<file path="src/rtl/costas_pkg.sv">
package costas_pkg;
    typedef enum logic [1:0] {
        ST_IDLE   = 2'd0,
        ST_MIX    = 2'd1,
        ST_DETECT = 2'd2,
        ST_UPDATE = 2'd3
    } state_e;

    // arm index into the mixer array
    localparam int ARM_I = 0;
    localparam int ARM_Q = 1;
    localparam int N_ARMS = 2;
endpackage

</file>
<file path="src/rtl/costas_input_fmt.sv">
module costas_input_fmt #(
    parameter int ADC_W  = 12,
    parameter int SAMP_W = 16
) (
    input  logic [ADC_W-1:0]         adc,
    output logic signed [SAMP_W-1:0] smp
);
    localparam int PAD_W = SAMP_W - ADC_W;

    // left-justify, then flip the top bit: offset binary -> two's complement
    always_comb begin
        smp = $signed({~adc[ADC_W-1], adc[ADC_W-2:0], {PAD_W{1'b0}}});
    end
endmodule

</file>
<file path="src/rtl/costas_mixer.sv">
module costas_mixer #(
    parameter int W = 16
) (
    input  logic signed [W-1:0] smp,
    input  logic signed [W-1:0] ref_val,
    output logic signed [W-1:0] arm
);
    localparam int PW = 2 * W;
    localparam logic signed [PW-1:0] OVF_PROD = $signed({2'b01, {(PW-2){1'b0}}});
    localparam logic signed [W-1:0]  ARM_MAX  = $signed({1'b0, {(W-1){1'b1}}});

    logic signed [PW-1:0] prod;
    logic signed [PW-1:0] scaled;

    always_comb begin
        prod   = smp * ref_val;
        scaled = prod >>> (W - 1);
        if (prod == OVF_PROD) begin
            arm = ARM_MAX;
        end else begin
            arm = W'(scaled);
        end
    end
endmodule

</file>
<file path="src/rtl/costas_loop_filter.sv">
module costas_loop_filter #(
    parameter int ERR_W   = 16,
    parameter int PH_W    = 14,
    parameter int ACC_W   = 32,
    parameter int NOM_INC = 3072,
    parameter int LEAK_SH = 4,
    parameter int GAIN_SH = 6,
    parameter int PROP_SH = 6,
    parameter int FRAC_SH = 8
) (
    input  logic                    clk,
    input  logic                    rst_n,
    input  logic                    upd_en,
    input  logic signed [ERR_W-1:0] err,
    output logic [PH_W-1:0]         phase
);
    localparam int EXT_W = ACC_W - ERR_W;
    localparam int PZ_W  = ACC_W - PH_W;

    logic signed [ACC_W-1:0] integ_q, integ_d;
    logic signed [ACC_W-1:0] err_x, corr, ph_sum;
    logic [PH_W-1:0]         phase_q, phase_d;

    always_comb begin
        err_x   = $signed({{EXT_W{err[ERR_W-1]}}, err});
        integ_d = integ_q - (integ_q >>> LEAK_SH) + ((err_x <<< FRAC_SH) >>> GAIN_SH);
        corr    = (integ_d >>> FRAC_SH) + (err_x >>> PROP_SH);
        ph_sum  = $signed({{PZ_W{1'b0}}, phase_q}) + corr + ACC_W'(NOM_INC);
        phase_d = PH_W'(ph_sum);
    end

    always_ff @(posedge clk or negedge rst_n) begin
        if (!rst_n) begin
            integ_q <= '0;
            phase_q <= '0;
        end else if (upd_en) begin
            integ_q <= integ_d;
            phase_q <= phase_d;
        end
    end

    assign phase = phase_q;
endmodule

</file>
<file path="src/rtl/costas_loop.sv">
module costas_loop #(
    parameter int ADC_W   = 12,
    parameter int SAMP_W  = 16,
    parameter int PH_W    = 14,
    parameter int ACC_W   = 32,
    parameter int NOM_INC = 3072,
    parameter int LEAK_SH = 4,
    parameter int GAIN_SH = 6,
    parameter int PROP_SH = 6,
    parameter int FRAC_SH = 8
) (
    input  logic              clk,
    input  logic              rst_n,
    input  logic              sample_valid,
    input  logic [ADC_W-1:0]  adc_word,
    input  logic [SAMP_W-1:0] nco_sin,
    input  logic [SAMP_W-1:0] nco_cos,
    output logic [SAMP_W-1:0] i_arm,
    output logic              i_neg,
    output logic [PH_W-1:0]   phase,
    output logic              out_valid
);
    import costas_pkg::*;

    state_e state_q, state_d;

    logic take_smp, do_mix, do_det, do_upd;

    logic signed [SAMP_W-1:0] smp_fmt, smp_q;
    logic signed [SAMP_W-1:0] nco_ref [N_ARMS];
    logic signed [SAMP_W-1:0] arm_raw [N_ARMS];
    logic signed [SAMP_W-1:0] arm_q   [N_ARMS];
    logic signed [SAMP_W-1:0] err_d, err_q;
    logic                     valid_q;

    // state register
    always_ff @(posedge clk or negedge rst_n) begin
        if (!rst_n) begin
            state_q <= ST_IDLE;
        end else begin
            state_q <= state_d;
        end
    end

    // next state
    always_comb begin
        state_d = state_q;
        unique case (state_q)
            ST_IDLE:   if (sample_valid) state_d = ST_MIX;   // accept
            ST_MIX:    state_d = ST_DETECT;                  // mix_done
            ST_DETECT: state_d = ST_UPDATE;                  // detect_done
            ST_UPDATE: state_d = ST_IDLE;                    // update_done
            default:   state_d = ST_IDLE;
        endcase
    end

    // per-state stage enables
    always_comb begin
        take_smp = 1'b0;
        do_mix   = 1'b0;
        do_det   = 1'b0;
        do_upd   = 1'b0;
        unique case (state_q)
            ST_IDLE:   take_smp = sample_valid;
            ST_MIX:    do_mix   = 1'b1;
            ST_DETECT: do_det   = 1'b1;
            ST_UPDATE: do_upd   = 1'b1;
            default:   ;
        endcase
    end

    costas_input_fmt #(
        .ADC_W (ADC_W),
        .SAMP_W(SAMP_W)
    ) u_fmt (
        .adc(adc_word),
        .smp(smp_fmt)
    );

    assign nco_ref[ARM_I] = $signed(nco_sin);
    assign nco_ref[ARM_Q] = $signed(nco_cos);

    for (genvar g = 0; g < N_ARMS; g++) begin : g_arm
        costas_mixer #(.W(SAMP_W)) u_mix (
            .smp    (smp_q),
            .ref_val(nco_ref[g]),
            .arm    (arm_raw[g])
        );

        always_ff @(posedge clk or negedge rst_n) begin
            if (!rst_n) begin
                arm_q[g] <= '0;
            end else if (do_mix) begin
                arm_q[g] <= arm_raw[g];
            end
        end
    end

    // decision-directed detector: orient Q by the sign of I
    always_comb begin
        if (arm_q[ARM_I][SAMP_W-1]) begin
            err_d = -arm_q[ARM_Q];
        end else begin
            err_d = arm_q[ARM_Q];
        end
    end

    always_ff @(posedge clk or negedge rst_n) begin
        if (!rst_n) begin
            smp_q   <= '0;
            err_q   <= '0;
            valid_q <= 1'b0;
        end else begin
            if (take_smp) smp_q <= smp_fmt;
            if (do_det)   err_q <= err_d;
            valid_q <= do_upd;
        end
    end

    costas_loop_filter #(
        .ERR_W  (SAMP_W),
        .PH_W   (PH_W),
        .ACC_W  (ACC_W),
        .NOM_INC(NOM_INC),
        .LEAK_SH(LEAK_SH),
        .GAIN_SH(GAIN_SH),
        .PROP_SH(PROP_SH),
        .FRAC_SH(FRAC_SH)
    ) u_filt (
        .clk   (clk),
        .rst_n (rst_n),
        .upd_en(do_upd),
        .err   (err_q),
        .phase (phase)
    );

    assign i_arm     = arm_q[ARM_I];
    assign i_neg     = arm_q[ARM_I][SAMP_W-1];
    assign out_valid = valid_q;
endmodule

</file>
<file path="config.mk">
export PLATFORM = sky130hd
export DESIGN_NAME = costas_loop
export DESIGN_NICKNAME = d
export VERILOG_FILES = /design/src/rtl/costas_pkg.sv /design/src/rtl/costas_input_fmt.sv /design/src/rtl/costas_mixer.sv /design/src/rtl/costas_loop_filter.sv /design/src/rtl/costas_loop.sv
export SDC_FILE = /design/constraint.sdc
export NUM_CORES = 1
export LEC_CHECK = 0
export BUFFER_PORTS_ARGS = -buffer_cell sky130_fd_sc_hd__buf_2
export CAP_MARGIN = 30
export CORE_UTILIZATION = 51
export CTS_CLUSTER_DIAMETER = 150
export DETAILED_ROUTE_END_ITERATION = 12
export GPL_ROUTABILITY_DRIVEN = 0
export GPL_TIMING_DRIVEN = 0
export PLACE_DENSITY = 0.72
export REMOVE_ABC_BUFFERS = 1
export SKIP_LAST_GASP = 1
export SYNTH_ARGS = -nofsm -noshare
export SYNTH_HDL_FRONTEND = slang
export SYNTH_HIERARCHICAL = 1
export SYNTH_SLANG_ARGS = --single-unit
</file>
<file path="constraint.sdc">
create_clock -name clk -period 21.8 [get_ports clk]
set_input_delay 3.27 -clock clk [delete_from_list [all_inputs] [get_ports clk]]
set_output_delay 3.27 -clock clk [all_outputs]
set_load 0.05 [all_outputs]
</file>
==> results.ini <==
[placed_design]
port_buffers=78
hpwl_mm=49.6

[finish]
syn_to_final_growth_pct=6.17
num_antenna_cells=0
final_layout_size_suffix_gt1_share_pct=7.81
layout.nets=3889
fill_cells=4999
finish.utilization_pct=55.1

[clock_tree]
htree_num_levels=4
cts_made_buffers=17
clkLatencyLatePin_ps=450
post_cts_buffers=0
ctsRootBufferMaster=clkbuf_16
cts_tree=yes
cts_num_sinks=113
cts_buffer_depth=2
cts_resized=0
path_clk_slew_ps=60
postCtsHoldBufs=0

[floorplanning]
start_util_pct=51.9
core_area_um2=55300
fp.dieH_um=239
ios=79
die_area_um2=57200
die_w_um=239
row_count=86

[synth]
synth_most_common_cell=inv_1
yosysUniqueCellTypes=101
synth_edf_count=0
netlist_area_um2=28700
synth_top_area_cell=fa_1
yosysWarnings=6
syn_inst=3071
seq_area_frac_synth_pct=9.85
ys_ff_latch=113
synth.avg_cell_area_um2=9.35
async_flop_share_pct=100
yosysTopAreaCellShare_pct=39.6
ys_top_cells_by_count=627 x inv_1, 568 x fa_1, 302 x nand2_1, 268 x and2_1, 226 x ha_1
synthTopCellsByArea=fa_1 40%, dfrtp_1 9.8%, ha_1 9.8%
ys.flop_type=dfrtp_1

[timing]
hold_viol_final=0
clock_skew_ps=10.7
worst_pin_slew_ps=958
fin_crit_ps=10610
period_share_pct=48.7
fin_setup_tns_ps=0
slew_violations=0
setup_violations=0
rsz0062_at_grt=false
max_clock_freq_ghz=0.0943
slew_headroom_pct=36.1

[route]
routedWlPerCell_um=15.8
ant_nets=0
vias=20400
wl_mm=60.1
drtIter0Drc=1196
wl_met1_mm=28.1
viasPerCell=5.36
drc=0
dr_wl_met2_mm=27.9
highest_layer=met4
met3_length_mm=3.38
drt_pass1_iterations=6

[critical_path]
critPathTopFamily=adder cells
cp.arrival_ps=10940
crit_path_frequent_cell=fa_1
r2r_cells=23
start_kind=input pin
crit_slowest_cell=fa_1
cp.buffers_inverters=5
crit_path_end_kind=flip-flop
critPathKind=input pin to flip-flop
path_cells=buf_2 -> and2_1 -> inv_1 -> fa_1 -> inv_1 -> fa_1 -> fa_1 -> fa_1 -> fa_1 -> inv_1 -> fa_1 -> inv_1 -> ha_1 -> nand2_1 -> o21ai_0 -> nand2_1 -> a31oi_1 -> and3_1 -> o221ai_1 -> a2111oi_2 -> o2111ai_2 -> nor2b_1 -> mux2_2
r2r-start=smp_q[10]$_DFFE_PN0P_
cp_slowest_stage_delay_ps=880
required_ps=22130
r2r_slack_ps=13670
reg2reg_to=i_arm[15]$_DFFE_PN0N_
crit_fanout=16

[worst_hold_path]
worst_hold_path_type=flip-flop to flip-flop
holdPathEnd=u_filt/phase[13]$_DFFE_PN0P_
worstHoldPathCells=1
hp-start=u_filt/phase[13]$_DFFE_PN0P_

[global_route]
global_route.usage.total_pct=22.9
grt-ovfl-total=0
grt_pass1_wl_mm=105
antenna_found_initial=0
grt_pass1_vias=20964
grt_max_degree=89

[run_status]
status=complete, no violations

[flow_run]
drv_cap=0

-- worst register-to-register path: stages, from the launching register on --
cell       delay [ps]
dfrtp_1           690
nand2_1           170
fa_1              550
inv_1              60
fa_1              520
inv_1              50
fa_1              500
inv_1              60
fa_1              510
fa_1              500
inv_1              50
fa_1              490
inv_1              40
ha_1              380
a21oi_2           300
o21ai_1           130
a211oi_2          470
nand2_1           220
xnor2_1           180
or4_1             530
nor4_2            330
o2111ai_2         510
nor2b_1           440
mux2_2            340
-- flip-flops by register name (all words and copies together) (netlist names) --
signal and cells:
u_filt/integ_q 32, smp_q 16, out_valid 1, i_arm 16, arm_q 16, state_q 2
u_filt/phase 14, err_q 16
-- area by class of cell --
cell class / count / area, µm² / area share, %
multi-input combinational: 2191 / 22900 / 75.0
inverter: 627 / 2350 / 7.72
clock inverter: 14 / 133 / 0.435
sequential: 113 / 2830 / 9.28
timing repair buffer: 98 / 940 / 3.08
tap: 748 / 936 / 3.07
clock buffer: 18 / 439 / 1.44
-- kinds of logic (layout without fill, tap and decap cells) --
| logic type | Yosys count | count (layout) | synth area share (%) |
|---|---|---|---|
| AOI/OAI and AO/OA | 392 | 392 | 9.47 |
| xor gates and xnor gates | 93 | 93 | 2.89 |
| adders and majority gates | 794 | 794 | 49.5 |
| buffers and inverters | 770 | 757 | 10.6 |
| DFF | 113 | 113 | 9.85 |
| muxes | 75 | 75 | 2.84 |
| other | 1 | 4 | 0.0131 |
| and+or+nand+nor | 833 | 833 | 14.8 |
-- how the worst max path moves through the flow --
stage / end / slack, ps / start / depth (start not counted)
floorplan: i_arm[15]$_DFFE_PN0N_ / 12020 / nco_sin[2] / 22
CTS: i_arm[15]$_DFFE_PN0N_ / 11270 / nco_sin[2] / 23
detailed placement: i_arm[15]$_DFFE_PN0N_ / 10810 / nco_sin[2] / 23
global placement: i_arm[15]$_DFFE_PN0N_ / 10890 / nco_sin[1] / 24
finish: i_arm[15]$_DFFE_PN0N_ / 11190 / nco_sin[2] / 23
global route: i_arm[15]$_DFFE_PN0N_ / 10670 / nco_sin[2] / 23
-- metrics by stage --
step / hold slack [ps] / instance area, µm² / cells / setup WS [ps]
2_1_floorplan: 488 / 28000 / 2931 / 12020
3_3_place_gp: 450 / 29300 / 3757 / 10890
3_5_place_dp: 480 / 29900 / 3777 / 10810
4_1_cts: 487 / 30500 / 3809 / 11270
5_1_grt: 510 / 30500 / 3809 / 10670
6_report: 480 / 30500 / 3809 / 11190
-- cells in the final DEF, fill, tap and decap left out, types with 19 or more instances in the layout --
cell	Yosys	layout
xnor2_1	57	57
fa_1	568	568
a31oi_1	20	20
buf_16	0	19
dfrtp_1	113	113
buf_2	8	77
a21o_1	37	37
mux2_2	51	51
nand2b_1	20	20
xor2_1	35	35
inv_1	627	627
nand2_1	302	302
a21oi_1	100	100
nor2_1	98	98
and2_1	268	268
nand3_1	33	33
mux2i_1	24	24
ha_1	226	224
o21ai_0	73	73
-- routing by layer --
layer,up-vias,GRT usage (%)
li1,9503,-
met1,10308,34.2
met2,548,35.9
met3,41,2.43
met4,0,4.91
met5,-,0
Power is left out: the tool's default activity adds up to more than one toggle a clock period on the data nets, which glitch-free logic cannot reach.
